File: src/rtl/pic_pkg.sv
package pic_pkg;
   typedef enum logic [2:0] {
      ST_RESET,
      ST_BASE,
      ST_CASC,
      ST_MODE,
      ST_READY
   } init_st_e;

   // setup step that follows the vector-base word
   function automatic init_st_e after_base(input logic single, input logic need_mode);
      if (!single)      return ST_CASC;
      else if (need_mode) return ST_MODE;
      else              return ST_READY;
   endfunction

   // setup step that follows the cascade word
   function automatic init_st_e after_casc(input logic need_mode);
      return need_mode ? ST_MODE : ST_READY;
   endfunction
endpackage

File: src/rtl/pic_prio.sv
module pic_prio #(
   parameter int N  = 8,
   parameter int IW = $clog2(N)
) (
   input  logic [N-1:0]  vec_i,
   output logic          any_o,
   output logic [IW-1:0] idx_o
);
   always_comb begin
      any_o = |vec_i;
      idx_o = '0;
      for (int k = N - 1; k >= 0; k--) begin
         if (vec_i[k]) idx_o = IW'(k);
      end
   end
endmodule

File: src/rtl/pic_unit.sv
module pic_unit
   import pic_pkg::*;
#(
   parameter int LINES = 8,
   parameter int DW    = 8,
   parameter int IW    = $clog2(LINES),
   parameter int VB    = DW - IW
) (
   input  logic             clk,
   input  logic             rst_n,
   input  logic [LINES-1:0] req_i,
   input  logic             wr_en,
   input  logic             wr_addr,
   input  logic [DW-1:0]    wr_data,
   input  logic             rd_addr,
   output logic [DW-1:0]    rd_data,
   input  logic             ack_i,
   output logic             int_o,
   output logic [IW-1:0]    win_o,
   output logic [VB-1:0]    vbase_o,
   output logic             ready_o,
   output logic [LINES-1:0] irr_o,
   output logic [LINES-1:0] isr_o,
   output logic [LINES-1:0] imr_o
);
   generate
      if (LINES != (1 << IW)) begin : g_bad_lines
         $error("pic_unit: LINES must be a power of two");
      end
      if (LINES > DW) begin : g_bad_width
         $error("pic_unit: LINES must not exceed DW");
      end
   endgenerate

   init_st_e         st;
   logic             cfg_single, cfg_mode;
   logic [VB-1:0]    vbase;
   logic             sel_isr;
   logic [LINES-1:0] req_q, irr, isr, imr;
   logic [LINES-1:0] irr_n, isr_n;

   logic             c_any, s_any;
   logic [IW-1:0]    c_idx, s_idx;

   pic_prio #(.N(LINES), .IW(IW)) u_cand (.vec_i(irr & ~imr), .any_o(c_any), .idx_o(c_idx));
   pic_prio #(.N(LINES), .IW(IW)) u_serv (.vec_i(isr),        .any_o(s_any), .idx_o(s_idx));

   logic cmd_wr, dat_wr, is_first, is_ocw2, is_ocw3, eoi_wr;
   assign cmd_wr   = wr_en && !wr_addr;
   assign dat_wr   = wr_en &&  wr_addr;
   assign is_first = wr_data[4];
   assign is_ocw2  = !wr_data[4] && !wr_data[3];
   assign is_ocw3  = !wr_data[4] &&  wr_data[3];
   assign eoi_wr   = cmd_wr && (st == ST_READY) && is_ocw2 && wr_data[5] && !wr_data[7];

   assign ready_o = (st == ST_READY);
   assign int_o   = ready_o && c_any && (!s_any || (c_idx < s_idx));
   assign win_o   = c_idx;
   assign vbase_o = vbase;
   assign irr_o   = irr;
   assign isr_o   = isr;
   assign imr_o   = imr;

   always_comb begin
      irr_n = (irr | (req_i & ~req_q)) & req_i;
      isr_n = isr;
      if (eoi_wr) begin
         if (wr_data[6])  isr_n[wr_data[IW-1:0]] = 1'b0;
         else if (s_any)  isr_n[s_idx] = 1'b0;
      end
      if (ack_i && int_o) begin
         irr_n[c_idx] = 1'b0;
         isr_n[c_idx] = 1'b1;
      end
   end

   always_ff @(posedge clk or negedge rst_n) begin
      if (!rst_n) begin
         req_q <= '0;
         irr   <= '0;
         isr   <= '0;
      end else begin
         req_q <= req_i;
         irr   <= irr_n;
         isr   <= isr_n;
      end
   end

   always_ff @(posedge clk or negedge rst_n) begin
      if (!rst_n) begin
         st         <= ST_RESET;
         cfg_single <= 1'b0;
         cfg_mode   <= 1'b0;
         vbase      <= '0;
         imr        <= '0;
         sel_isr    <= 1'b0;
      end else if (cmd_wr && is_first) begin
         cfg_single <= wr_data[1];
         cfg_mode   <= wr_data[0];
         st         <= ST_BASE;
      end else if (cmd_wr) begin
         if (st == ST_READY && is_ocw3 && wr_data[1]) sel_isr <= wr_data[0];
      end else if (dat_wr) begin
         unique case (st)
            ST_BASE: begin
               vbase <= wr_data[DW-1:IW];
               st    <= after_base(cfg_single, cfg_mode);
            end
            ST_CASC:  st  <= after_casc(cfg_mode);
            ST_MODE:  st  <= ST_READY;
            ST_READY: imr <= wr_data[LINES-1:0];
            default:  st  <= st;
         endcase
      end
   end

   always_comb begin
      rd_data = '0;
      if (rd_addr)      rd_data[LINES-1:0] = imr;
      else if (sel_isr) rd_data[LINES-1:0] = isr;
      else              rd_data[LINES-1:0] = irr;
   end
endmodule

File: src/rtl/casc_irq_ctrl.sv
module casc_irq_ctrl #(
   parameter int LINES     = 8,
   parameter int DW        = 8,
   parameter int CASC_LINE = 2,
   parameter int IW        = $clog2(LINES),
   parameter int VB        = DW - IW,
   parameter int ALL       = 2 * LINES
) (
   input  logic           clk,
   input  logic           rst_n,
   input  logic [ALL-1:0] irq_i,
   input  logic           wr_en,
   input  logic           wr_slave,
   input  logic           wr_addr,
   input  logic [DW-1:0]  wr_data,
   input  logic           rd_slave,
   input  logic           rd_addr,
   output logic [DW-1:0]  rd_data,
   output logic           cpu_int,
   input  logic           cpu_ack,
   output logic [DW-1:0]  cpu_vec
);
   generate
      if (CASC_LINE >= LINES) begin : g_bad_casc
         $error("casc_irq_ctrl: CASC_LINE out of range");
      end
   endgenerate

   logic [LINES-1:0] m_req, m_irr, m_isr, m_imr, s_irr, s_isr, s_imr;
   logic [DW-1:0]    m_rd, s_rd;
   logic             m_int, s_int, m_ready, s_ready, s_ack;
   logic [IW-1:0]    m_win, s_win;
   logic [VB-1:0]    m_vb, s_vb;

   for (genvar k = 0; k < LINES; k++) begin : g_mreq
      if (k == CASC_LINE) begin : g_casc
         assign m_req[k] = s_int;
      end else begin : g_ext
         assign m_req[k] = irq_i[k];
      end
   end

   assign s_ack = cpu_ack && m_int && (m_win == IW'(CASC_LINE));

   pic_unit #(.LINES(LINES), .DW(DW)) u_master (
      .clk(clk), .rst_n(rst_n), .req_i(m_req),
      .wr_en(wr_en && !wr_slave), .wr_addr(wr_addr), .wr_data(wr_data),
      .rd_addr(rd_addr), .rd_data(m_rd), .ack_i(cpu_ack),
      .int_o(m_int), .win_o(m_win), .vbase_o(m_vb), .ready_o(m_ready),
      .irr_o(m_irr), .isr_o(m_isr), .imr_o(m_imr));

   pic_unit #(.LINES(LINES), .DW(DW)) u_slave (
      .clk(clk), .rst_n(rst_n), .req_i(irq_i[ALL-1:LINES]),
      .wr_en(wr_en && wr_slave), .wr_addr(wr_addr), .wr_data(wr_data),
      .rd_addr(rd_addr), .rd_data(s_rd), .ack_i(s_ack),
      .int_o(s_int), .win_o(s_win), .vbase_o(s_vb), .ready_o(s_ready),
      .irr_o(s_irr), .isr_o(s_isr), .imr_o(s_imr));

   assign cpu_int = m_int;
   assign cpu_vec = (m_win == IW'(CASC_LINE)) ? {s_vb, s_win} : {m_vb, m_win};
   assign rd_data = rd_slave ? s_rd : m_rd;
endmodule

File: config.mk
export PLATFORM = sky130hd
export DESIGN_NAME = casc_irq_ctrl
export DESIGN_NICKNAME = d
export VERILOG_FILES = /design/src/rtl/pic_pkg.sv /design/src/rtl/pic_prio.sv /design/src/rtl/pic_unit.sv /design/src/rtl/casc_irq_ctrl.sv
export SDC_FILE = /design/constraint.sdc
export NUM_CORES = 1
export LEC_CHECK = 0
export BUFFER_PORTS_ARGS = -buffer_cell sky130_fd_sc_hd__buf_4
export CORE_ASPECT_RATIO = 1.4
export CORE_UTILIZATION = 66
export CTS_BUF_LIST = sky130_fd_sc_hd__clkbuf_2
export CTS_CLUSTER_DIAMETER = 200
export DETAILED_ROUTE_END_ITERATION = 8
export PLACE_DENSITY = 0.91
export SYNTH_ARGS = -nofsm -noshare
export SYNTH_HDL_FRONTEND = slang
export SYNTH_SLANG_ARGS = --single-unit
export TNS_END_PERCENT = 30
File: constraint.sdc
create_clock -name clk -period 4.8 [get_ports clk]
set_input_delay 0.24 -clock clk [delete_from_list [all_inputs] [get_ports clk]]
set_output_delay 0.24 -clock clk [all_outputs]
set_load 0.005 [all_outputs]
==> flow_summary.toml <==
[run_status]
status = "complete, no violations"

[yosys]
ys_dominant_reg_cell = "dfrtp_1"
syn_avg_cell_area_um2 = 9.92
ys_types = 52
syn_area_um2 = 4660
synth_warnings = 0
yosys.area.top_type_share = 0.462
synth_top_cells_by_count = "dfrtp_1, o21ai_0, nand2_1, mux2_2, nor2_1"
yosys.cell_count.top_type = "dfrtp_1"
yosys-top-cells-area = "dfrtp_1, mux2_2, o21ai_0"
ys_seq_area_frac = 0.462
synth_cells = 470
synth_seq_cells = 86
async_flop_share = 1.00
postSynthNetCount = 505
synth_top_area_cell = "dfrtp_1"
synth-edff-count = 0

[floorplan]
die_x_um = 73.0
die_area_um2 = 7410
initial_core_util = 0.696
core_area_um2 = 6700
placementRows = 35
die_h_um = 101
io-pin-count = 49

[routing]
wl_per_cell_um = 21.3
ant_nets = 0
viasPerCell = 6.72
drc_errors = 0
wl_mm = 13.6
vias = 4279
drt_pass1_iterations = 6
first_iter_violations = 406

[pwr]
ir_drop_uv = 337
leakage_uw = 0.00244
powerDensity_nw_per_um2 = 464

[worst_setup_path]
crit_type = "reg2out"
rr_worst_depth = 10
crit_arrival_ps = 3240
cp-start-kind = "flip-flop"
rrSetupSlack_ps = 1360
setup.worst_path.end_class = "primary output"
timing.rr.end = "u_slave.isr_o[5]"
cp_max_fo = 7
critical_path_buf_inv_count = 1
cp_num_cells = 8
r2r-start = "u_slave.irr_o[6]"
path_cells = "nor2b_1 -> nor4b_1 -> nor3_1 -> ha_1 -> nand2_1 -> o21bai_1 -> and3_1 -> buf_4"
cp_top_family = "simple AND/OR/NAND/NOR gates"
required_ps = 4560
critPathMaxStageDelay_ps = 490
cpMaxStageDelayCell = "dfrtp_1"

[clock_tree]
numCtsBuffers = 9
clk_pin_slew_worst_paths_ps = 260
cts-root-buf = "clkbuf_2"
clkSinkCount = 86
clk_latency_ps = 550
post-cts-setup-buffer-count = 0
clock_path_buffers = 2
htreeDepth = 3
ctsResizeCount = 0
cts_tree = "yes"

[sta]
drv_slew = 0
fin_crit_ps = 3480
max_freq_mhz = 287
clock-skew-final_ps = 28.9
holdWs_ps = 58.9
post-route-period-util = 0.725
finalHoldViolCount = 0
tns_ps = 0
setup_slack_ps = 1320
tightest_slew_ps = 1140
setup-violations-final = 0
grt_setup_unrepaired = "no"
slew_headroom = 0.235

[layout]
nNetsFinal = 575
fin_cells = 637
diodes = 0
synthToLayoutAreaGrowth_pct = 16.9
drive_gt1_frac = 0.233

[worst_hold_path]
hold_path.class = "in2reg"
hold_end = "u_master.vbase_o[3]"
holdPathStages = 2
min_from = "wr_data[6]"

[global_route]
antenna_found_initial = 0
grtUsageMet3 = 0.0736
met1_usage = 0.462
grt_pass1_wl_mm = 21.4
grt_overflow_total = 0
top_usage_layer = "met2"
grt_max_degree = 87
grt_pass1_vias = 4285
grt_usage = 0.397
use_met2 = 0.675

[placed_design]
dpl_worst_slack_ps = 1580
dpl.hpwl_mm = 9.42
gp_congestion = 0.946
dp.cells = 598
portBuffers = 47

[run]
maxCapViolations = 0
where the power goes:
part / internal [uW] / switching (uW)
logic: 489 / 527
registers: 904 / 211
clock network: 127 / 269
total: 1520 / 1010
sequential cells by signal, indices dropped and copies added (netlist names), 3 cells and up:
register	flops
u_master.irr_o	8
u_slave.st	3
u_master.imr_o	8
u_master.isr_o	8
u_master.st	3
u_slave.req_q	8
u_master.req_q	8
u_slave.imr_o	8
u_slave.isr_o	8
u_master.vbase_o	5
u_slave.vbase_o	5
u_slave.irr_o	8
metal layers:
layer	part of all wire	vias up
met1	0.36	2075
met3	0.071	87
met5	0	-
li1	-	1842
met2	0.51	275
met4	0.063	0
placed cells by master (no fill, tap or decap), types with 2 or more instances in the layout:
cell	count
clkbuf_2	9
o32ai_1	3
o21bai_1	2
and3_1	10
mux4_2	8
nor2_1	38
a31oi_1	11
a211o_1	2
mux2_2	46
ha_1	3
a21oi_1	12
a21boi_0	3
dlygate4sd3_1	23
buf_4	48
a21o_1	3
inv_1	23
a211oi_1	4
nor3_1	15
o211ai_1	2
nor2b_1	13
or3_1	2
nand2b_1	18
nor4_1	2
nand3_1	8
o21ai_0	52
a221oi_1	2
nand4_1	3
and2_1	2
nand4b_1	4
dfrtp_1	86
clkinv_4	2
nand2_1	49
a221o_1	2
o21a_1	3
nor3b_1	5
or2_2	2
a22oi_1	3
through the flow:
stage | total power [uW] | utilization | instance area [um^2]
finish | 2530 | 0.813 | 5450
global route | 2650 | 0.813 | 5450
CTS | 2470 | 0.813 | 5450
detailed placement | 2080 | 0.760 | 5090
global placement | 2000 | 0.760 | 5090
floorplan | 1700 | - | 4660
repair_timing:
| item | in CTS | in global routing |
|---|---|---|
| endpoints found under the hold margin | 136 | 0 |
| endpoints found under the setup margin | 0 | 0 |
| hold buffers | 23 | 0 |
cell families after synthesis:
kind of cell	Yosys count	synth area share
multiplexers	54	0.150
AND/OR/NAND/NOR	182	0.206
AO/OA/AOI/OAI	110	0.146
flip-flops	86	0.462
adder cells (fa/ha/maj)	3	0.00805
buffers and inverters	35	0.0282
worst max path at each step:
stage                      start                to  slack, ps
6_report       u_master.irr_o[4]           cpu_int       1320
2_1_floorplan   u_slave.imr_o[6]  u_slave.irr_o[4]       2280
5_1_grt        u_master.irr_o[4]           cpu_int       1190
3_5_place_dp    u_slave.irr_o[6]  u_slave.isr_o[5]       1580
4_1_cts        u_master.irr_o[4]           cpu_int       1410
3_3_place_gp    u_slave.irr_o[6]  u_slave.irr_o[1]       1630
layout make-up:
cell class	instances	area, um^2
clock buffer	9	45.0
timing repair buffer	71	591
inverter	23	86.3
clock inverter	7	80.1
sequential	86	2150
fill	424	1250
tap	92	115
multi-input combinational	349	2380
Note: power is estimated with default switching activity, not from simulation.
